## src/rtl/dct_pkg.sv

```systemverilog
package dct_pkg;

  localparam int CNT_W    = 32;
  localparam int NARROW_W = 16;
  localparam int PRE_W    = 8;
  localparam int REG_AW   = 3;
  localparam int CTRL_W   = 8;
  localparam logic [CTRL_W-1:0] CTRL_RESET = 8'h20;

  typedef enum logic [REG_AW-1:0] {
    SEL_LIMIT_NOW  = 3'd0,
    SEL_COUNT      = 3'd1,
    SEL_MODE       = 3'd2,
    SEL_FLAG_CLR   = 3'd3,
    SEL_FLAG_RAW   = 3'd4,
    SEL_FLAG_MASK  = 3'd5,
    SEL_LIMIT_NEXT = 3'd6,
    SEL_SPARE      = 3'd7
  } reg_sel_e;

  // Bit 7 down to bit 0 of the control word.
  typedef struct packed {
    logic       run;
    logic       periodic;
    logic       irq_en;
    logic       spare;
    logic [1:0] presc;
    logic       wide;
    logic       oneshot;
  } mode_t;

  // Terminal value of the prescale phase counter.
  function automatic logic [PRE_W-1:0] presc_last(input logic [1:0] code);
    case (code)
      2'b01:   return PRE_W'(15);
      2'b10:   return PRE_W'(255);
      default: return '0;
    endcase
  endfunction

  function automatic logic [CNT_W-1:0] width_mask(input logic wide);
    return wide ? {CNT_W{1'b1}} : {{(CNT_W-NARROW_W){1'b0}}, {NARROW_W{1'b1}}};
  endfunction

  function automatic logic [CNT_W-1:0] reload_value(input logic periodic,
                                                    input logic wide,
                                                    input logic [CNT_W-1:0] limit);
    return periodic ? (limit & width_mask(wide)) : width_mask(wide);
  endfunction

endpackage

```

## src/rtl/dct_prescaler.sv

```systemverilog
module dct_prescaler
  import dct_pkg::*;
(
  input  logic       clk,
  input  logic       rst_n,
  input  logic       run,
  input  logic       restart,
  input  logic [1:0] code,
  output logic       step
);

  logic [PRE_W-1:0] phase_q;
  logic [PRE_W-1:0] last;

  always_comb begin
    last = presc_last(code);
    step = run && (phase_q == last);
  end

  always_ff @(posedge clk or negedge rst_n) begin
    if (!rst_n) begin
      phase_q <= '0;
    end else if (restart) begin
      phase_q <= '0;
    end else if (run) begin
      phase_q <= (phase_q == last) ? '0 : phase_q + PRE_W'(1);
    end
  end

endmodule

```

## src/rtl/dct_counter.sv

```systemverilog
module dct_counter
  import dct_pkg::*;
(
  input  logic             clk,
  input  logic             rst_n,
  input  logic             step,
  input  logic             load_wr,
  input  logic [CNT_W-1:0] load_data,
  input  logic             oneshot,
  input  logic             wide,
  input  logic [CNT_W-1:0] reload_val,
  output logic [CNT_W-1:0] cnt_val,
  output logic             expire
);

  logic [CNT_W-1:0] cnt_q, cnt_d, mask;
  logic             at_zero, at_one;

  always_comb begin
    mask    = width_mask(wide);
    cnt_val = cnt_q & mask;
    at_zero = (cnt_val == '0);
    at_one  = (cnt_val == CNT_W'(1));
    expire  = step && !load_wr && at_one;
    cnt_d   = cnt_q;
    if (load_wr) begin
      cnt_d = load_data & mask;
    end else if (step) begin
      if (at_zero) cnt_d = oneshot ? '0 : reload_val;
      else         cnt_d = cnt_val - CNT_W'(1);
    end
  end

  always_ff @(posedge clk or negedge rst_n) begin
    if (!rst_n) cnt_q <= '0;
    else        cnt_q <= cnt_d;
  end

endmodule

```

## src/rtl/dcount_timer.sv

```systemverilog
module dcount_timer
  import dct_pkg::*;
(
  input  logic              clk,
  input  logic              rst_n,
  input  logic              tick_en,
  input  logic [REG_AW-1:0] bus_addr,
  input  logic              bus_we,
  input  logic [CNT_W-1:0]  bus_wdata,
  output logic [CNT_W-1:0]  bus_rdata,
  output logic              irq_o
);

  reg_sel_e         sel;
  logic             load_wr, bg_wr, ctrl_wr, clr_wr;
  mode_t            mode_q;
  logic [CNT_W-1:0] limit_q;
  logic             raw_q;
  logic             step, expire;
  logic [CNT_W-1:0] cnt_val, reload_val;

  always_comb begin
    sel     = reg_sel_e'(bus_addr);
    load_wr = bus_we && (sel == SEL_LIMIT_NOW);
    bg_wr   = bus_we && (sel == SEL_LIMIT_NEXT);
    ctrl_wr = bus_we && (sel == SEL_MODE);
    clr_wr  = bus_we && (sel == SEL_FLAG_CLR);
    reload_val = reload_value(mode_q.periodic, mode_q.wide, limit_q);
  end

  dct_prescaler u_presc (
    .clk     (clk),
    .rst_n   (rst_n),
    .run     (mode_q.run && tick_en),
    .restart (ctrl_wr),
    .code    (mode_q.presc),
    .step    (step)
  );

  dct_counter u_cnt (
    .clk        (clk),
    .rst_n      (rst_n),
    .step       (step),
    .load_wr    (load_wr),
    .load_data  (bus_wdata),
    .oneshot    (mode_q.oneshot),
    .wide       (mode_q.wide),
    .reload_val (reload_val),
    .cnt_val    (cnt_val),
    .expire     (expire)
  );

  always_ff @(posedge clk or negedge rst_n) begin
    if (!rst_n) begin
      mode_q  <= mode_t'(CTRL_RESET);
      limit_q <= '0;
      raw_q   <= 1'b0;
    end else begin
      if (ctrl_wr)          mode_q  <= mode_t'(bus_wdata[CTRL_W-1:0]);
      if (load_wr || bg_wr) limit_q <= bus_wdata;
      if (expire)           raw_q   <= 1'b1;
      else if (clr_wr)      raw_q   <= 1'b0;
    end
  end

  assign irq_o = raw_q && mode_q.irq_en;

  always_comb begin
    case (sel)
      SEL_LIMIT_NOW,
      SEL_LIMIT_NEXT: bus_rdata = limit_q;
      SEL_COUNT:      bus_rdata = cnt_val;
      SEL_MODE:       bus_rdata = CNT_W'(mode_q);
      SEL_FLAG_RAW:   bus_rdata = CNT_W'(raw_q);
      SEL_FLAG_MASK:  bus_rdata = CNT_W'(raw_q && mode_q.irq_en);
      default:        bus_rdata = '0;
    endcase
  end

endmodule

```

## config.mk

```make
export PLATFORM = sky130hd
export DESIGN_NAME = dcount_timer
export DESIGN_NICKNAME = d
export VERILOG_FILES = /design/src/rtl/dct_pkg.sv /design/src/rtl/dct_prescaler.sv /design/src/rtl/dct_counter.sv /design/src/rtl/dcount_timer.sv
export SDC_FILE = /design/constraint.sdc
export NUM_CORES = 1
export LEC_CHECK = 0
export CAP_MARGIN = 20
export CORE_ASPECT_RATIO = 1.1
export CORE_MARGIN = 3
export CORE_UTILIZATION = 55
export CTS_BUF_LIST = sky130_fd_sc_hd__clkbuf_4
export CTS_CLUSTER_DIAMETER = 150
export DETAILED_ROUTE_END_ITERATION = 8
export DONT_BUFFER_PORTS = 1
export GPL_ROUTABILITY_DRIVEN = 0
export GPL_TIMING_DRIVEN = 0
export PLACE_DENSITY = 0.67
export SLEW_MARGIN = 20
export SYNTH_ARGS = -nofsm -noshare
export SYNTH_HDL_FRONTEND = slang
export SYNTH_SLANG_ARGS = --single-unit
```

## constraint.sdc

```tcl
create_clock -name clk -period 2.7 [get_ports clk]
set_input_delay 0.54 -clock clk [delete_from_list [all_inputs] [get_ports clk]]
set_output_delay 0.54 -clock clk [all_outputs]
set_load 0.005 [all_outputs]
```

# --- Word-level counts from Yosys, hierarchy flattened ---
# Index checks and enable logic that the tools add are counted.
word_totals:
  regBits: 81
  output_inout_bits: 33
  wordCells: 56
  inputBits: 39
op_classes:
  n_reduce_logical: 17
  eq_ne: 10
  add_sub_neg: 2
  n_bitwise: 3
  muxes: 13
op_table:
  columns: ["cell", "count"]
  rows:
  - ["$mux 32", 6]
  - ["$pmux 32 s5", 1]
  - ["$and 32x32->32", 3]
  - ["$eq 32x1->1 const B", 1]
  - ["$logic_not 32->1", 1]
  - ["$sub 32x1->32 const B", 1]
  - ["$mux 8", 3]
  - ["$pmux 8 s2", 1]
  - ["$eq 3x3->1 const B", 3]
  - ["$logic_and 1x1->1", 9]
  - ["$add 8x1->8 const B", 1]
  - ["$eq 8x8->1", 1]
  - ["$eq 3x2->1 const B", 2]
  - ["$reduce_bool 2->1", 3]
  - ["$eq 3x1->1 const B", 1]
  - ["$logic_not 3->1", 1]
  - ["$eq 2x1->1 const B", 1]
  - ["$eq 2x2->1 const B", 1]
  - ["$mux 1", 2]
  - ["$reduce_or 2->1", 1]
  - ["$logic_not 1->1", 1]
  - ["$logic_or 1x1->1", 1]

# --- Logic depth before layout (Yosys ltp) ---
depth:
  depth_word: 7
  mapped_depth: 9
  depth_no_buf: 8

# --- By module ---
# Synthesis repeated with hierarchy kept, for this count alone.
hier_totals:
  cells_unflattened: 612
  area_unflattened_um2: 5779.3
by_module_without_submodules:
  columns: ["module", "cells_per_inst", "area_per_inst_um2", "seq_area_each_um2", "n_inst"]
  rows:
  - ["dct_counter", 343, 2870.3, 800.8, 1]
  - ["dcount_timer", 218, 2391.0, 1027.2, 1]
  - ["dct_prescaler", 51, 518.0, 200.2, 1]

# --- Least setup slack after synthesis ---
# OpenSTA, ideal clock, no wires.
synth_path:
  kind: "input to output"
  start: "input bus_addr[2]"
  end: "output bus_rdata[28]"
  t_arrival_ps: 1897
  stages: 5
  required_ps: 2160
  path_slack_ps: 263
  path_buffers: 2
  cell_sequence: "clkbuf_1 xnor2_1 nor2b_1 clkbuf_1 a22o_2"
synth_between:
  elab_chain_len: 3
  elab_cells_between_ends: 8
  cone_classes: "eq/ne: 5; mux: 1; reduce/logical: 2"
synth_lines:
  columns: ["item", "line_no", "text"]
  rows:
  - ["start: declaration", "dcount_timer.sv:7", "input logic [REG_AW-1:0] bus_addr,"]
  - ["$eq 3x3->1 or $logic_not 3->1 (tied branches)", "dcount_timer.sv:69", "case (sel)"]
  - ["$reduce_or 2->1", "dcount_timer.sv:69", null]
  - ["$pmux 32 s5 (*)", "dcount_timer.sv:69", null]
  - ["end: declaration", "dcount_timer.sv:10", "output logic [CNT_W-1:0] bus_rdata,"]
# Every way passes the cells marked *; elsewhere a longest branch is shown, timed or not.

# --- Worst setup path after layout ---
layout_path:
  start: "register mode_q[2] (netlist name)"
  end: "register u_cnt.cnt_q[15]"
layout_between:
  elab_chain_len: 5
  elab_cells_between_ends: 6
  cone_classes: "eq/ne: 3; mux: 1; reduce/logical: 2"
layout_lines:
  columns: ["item", "line_no", "text"]
  rows:
  - ["start: declaration", "dcount_timer.sv:16", "mode_t mode_q;"]
  - ["start signal: assignment", "dcount_timer.sv:55", "mode_q <= mode_t'(CTRL_RESET);"]
  - ["start signal: assignment", "dcount_timer.sv:59", "if (ctrl_wr) mode_q <= mode_t'(bus_wdata[CTRL_W-1:0]);"]
  - ["$eq 2x2->1 or $eq 2x1->1 (tied branches)", "dct_pkg.sv:34", "case (code)"]
  - ["$pmux 8 s2 (*)", "dct_pkg.sv:34", null]
  - ["$eq 8x8->1 (*)", "dct_prescaler.sv:17", "step = run && (phase_q == last);"]
  - ["$logic_and 1x1->1 (*)", "dct_prescaler.sv:17", null]
  - ["$reduce_bool 2->1 (no source line) (*)", null, null]
  - ["end signal: assignment", "dct_counter.sv:36", "else cnt_q <= cnt_d;"]
  - ["end: declaration", "dct_counter.sv:16", "logic [CNT_W-1:0] cnt_q, cnt_d, mask;"]
# Marked as above.
# A chain may end at the register's enable or synchronous reset.

==> results.cfg <==
[synthesis]
ys_ff_latch = 81
async_flop_share = 1.00
ys.flop_type = dfrtp_1
synth-adder-area-share = 0.00932
netlist_area_um2 = 5370
syn-instance-count = 614
synth_area_leader_cell = dfrtp_1
synth_warnings = 0
syn_avg_cell_area_um2 = 8.75
synth_cell_types = 73
synth-xor-area-share = 0.0245
synth_compound_area_frac = 0.245
synth_edf_count = 0
synth_top_area_share = 0.373
synth_fp_nets = 657
synth_top_family_by_area = compound AO/OA/AOI/OAI gates
ys_seq_area_frac = 0.378
yosys.area_share.simple = 0.235
synth_mux_area_frac = 0.0499
synthTopCellsByArea = dfrtp_1 (37%), o21ai_0 (6.1%), nand2_1 (5.2%), mux2_2 (4.6%), a22o_1 (4.4%)

[clock_network]
cts_sinks = 81
clkTransAtPathRegs_ps = 140
clk-insertion-delay-late_ps = 460
clockRootBuffer = clkbuf_4
cts_tree = yes
ctsLongestPathBuffers = 2
numCtsBuffers = 9
h-tree-depth = 3

[route]
routed_wl_um = 16900
drc = 0
viasPerCell = 6.64
drt_iter0_drc = 397
routedWlPerCell_um = 22.5
drt_pass1_iterations = 4
vias = 4990
ant_nets = 0

[worst_setup_path]
cp_max_fo = 10
worstSetupStartpointType = register
r2r-start = mode_q[2]$_DFFE_PN0P_
cp.arrival_ps = 3100
ff2ff_setup_slack_ps = 7
reg2reg_depth = 8
r2r-end = u_cnt.cnt_q[15]$_DFFE_PN0P_
end_kind = register
crit_required_ps = 3110
criticalPathCategory = reg2reg

[global_routing]
grt_use_met3 = 0.0527
track_usage = 0.312
first_global_vias = 4843
antenna_found_initial = 0
grt_max_degree = 82
grt_busiest_layer = met2
overflow = 0
use_met1 = 0.393
grt_pass1_wl_um = 26200
gr-usage-met2 = 0.528

[power_and_ir_drop]
p_leak_uw = 0.00240
powerDensity_nw_per_um2 = 831
ir_drop_uv = 430

[timing]
rsz0062_at_grt = true
skew_ps = 20.8
drv_slew = 0
tightest_slew_ps = 1290
period_minus_slack_ps = 2690
finalHoldViolations = 0
layout_setup_ws_ps = 6.53
fmax_mhz = 371
slew_headroom = 0.141
period_share = 0.998
setup_viol = 0

[die]
die_height_um = 110
fp.dieArea_um2 = 11000
die_w_um = 100
rows = 37
core_um2 = 9440
io_pins = 72
initial_core_util = 0.569

[placed_design]
io_buffers = 0
numPlacedInstances = 731
hpwl_um = 12000
pre_cts_slack_ps = -687

[hold_path]
min_to = limit_q[13]$_DFFE_PN0P_
hp-start = bus_wdata[13]
min_path_cells = 2
min_path_type = in2reg

[cells_and_area]
drive_gt1_frac = 0.147
antenna_cells = 0
final_common_cell = dfrtp_1
utilization = 0.614
stdcell_count = 751
fin_nets = 673
final_cell_mix = dfrtp_1 (80), nand2_1 (74), o21ai_0 (65)
area_growth_syn_to_layout_pct = 8.06

[job]
maxCapViolCount = 0

[run_status]
status = finished, final reports clean
-- sequential cells by signal (all words and copies together) (netlist names) --
signal	count
mode_q	8
u_cnt.cnt_q	32
limit_q	32
raw_q	1
u_presc.phase_q	8
-- through the flow --
stage,total power [uW],hold slack (ps),area [um2],TNS [ps]
4_1_cts,4740,191,5740,0
6_report,4820,187,5800,0
2_1_floorplan,3470,244,5370,0
5_1_grt,5150,196,5800,-658
3_3_place_gp,3940,246,5520,-27920
3_5_place_dp,3990,247,5520,-29930
-- worst max path at each step --
stage | startpoint | end | slack [ps] | cells past startpoint
2_1_floorplan | bus_addr[2] | bus_rdata[28] | 260 | 5
3_3_place_gp | bus_addr[2] | limit_q[2]$_DFFE_PN0P_ | -670 | 7
3_5_place_dp | bus_addr[2] | limit_q[4]$_DFFE_PN0P_ | -690 | 7
4_1_cts | mode_q[2]$_DFFE_PN0P_ | u_cnt.cnt_q[8]$_DFFE_PN0P_ | 9 | 8
5_1_grt | mode_q[2]$_DFFE_PN0P_ | u_cnt.cnt_q[15]$_DFFE_PN0P_ | -120 | 8
6_report | mode_q[2]$_DFFE_PN0P_ | u_cnt.cnt_q[15]$_DFFE_PN0P_ | 7 | 8
-- critical path, cell delays in order, from the launching register on --
cell	delay, ps
dfrtp_1	360
inv_1	70
ha_1	350
or4b_1	510
o32ai_4	260
nand4_2	250
buf_4	260
or4_1	480
nand3_1	100
-- cells in the mapped netlist (all sizes together), types with 4 or more instances --
cell type and number:
nor2b 6, inv 23, a22oi 18, buf 7, or3 7, dfrtp 80, nand2 74, or4 8
ha 4, xnor2 6, nand4 8, o211ai 7, nor2 34, a31oi 6, mux2 22, o21ai 69
a32oi 4, clkbuf 33, o31ai 4, xor2 9, a21oi 36, nor4 8, and2 6, nand3 26
nor4b 6, and3 11, nand2b 7, nor3 18, a22o 29
-- cells by family after synthesis --
group | count (synthesis)
XOR/XNOR | 15
AND/OR/NAND/NOR | 227
buffers and inverters | 64
adder cells (fa/ha/maj) | 4
flip-flops | 81
AO/OA/AOI/OAI | 199
multiplexers | 24
-- repair_timing --
action | CTS | global route
hold endpoints to repair | 81 | 0
hold buffers | 2 | 0
endpoints found under the setup margin | 51 | 49
pin swaps | 1 | 2
gates resized for setup | 14 | 14
setup buffers | 1 | 3
-- routing by layer --
metal | part of all wire | routed length (um) | up-vias
met5 | 0 | 0 | -
met4 | 0.030 | 514 | 0
met3 | 0.065 | 1100 | 35
met2 | 0.49 | 8330 | 200
met1 | 0.41 | 6940 | 2458
li1 | - | - | 2297
-- cell type report --
class / instances / area [um2]
plain buffers: 39 / 235
clock buffers: 10 / 75.1
clock inverters: 5 / 47.5
fillers: 851 / 3640
inverters: 24 / 91.3
multi-input cells: 469 / 3110
flip-flops and latches: 81 / 2030
well taps: 117 / 146
repair buffers: 6 / 67.6
-- report_power, final --
part	switching [uW]	internal (uW)
Clock	430	279
Combinational	1210	864
Sequential	483	1560
No activity file was read; power rests on OpenSTA's default activity.
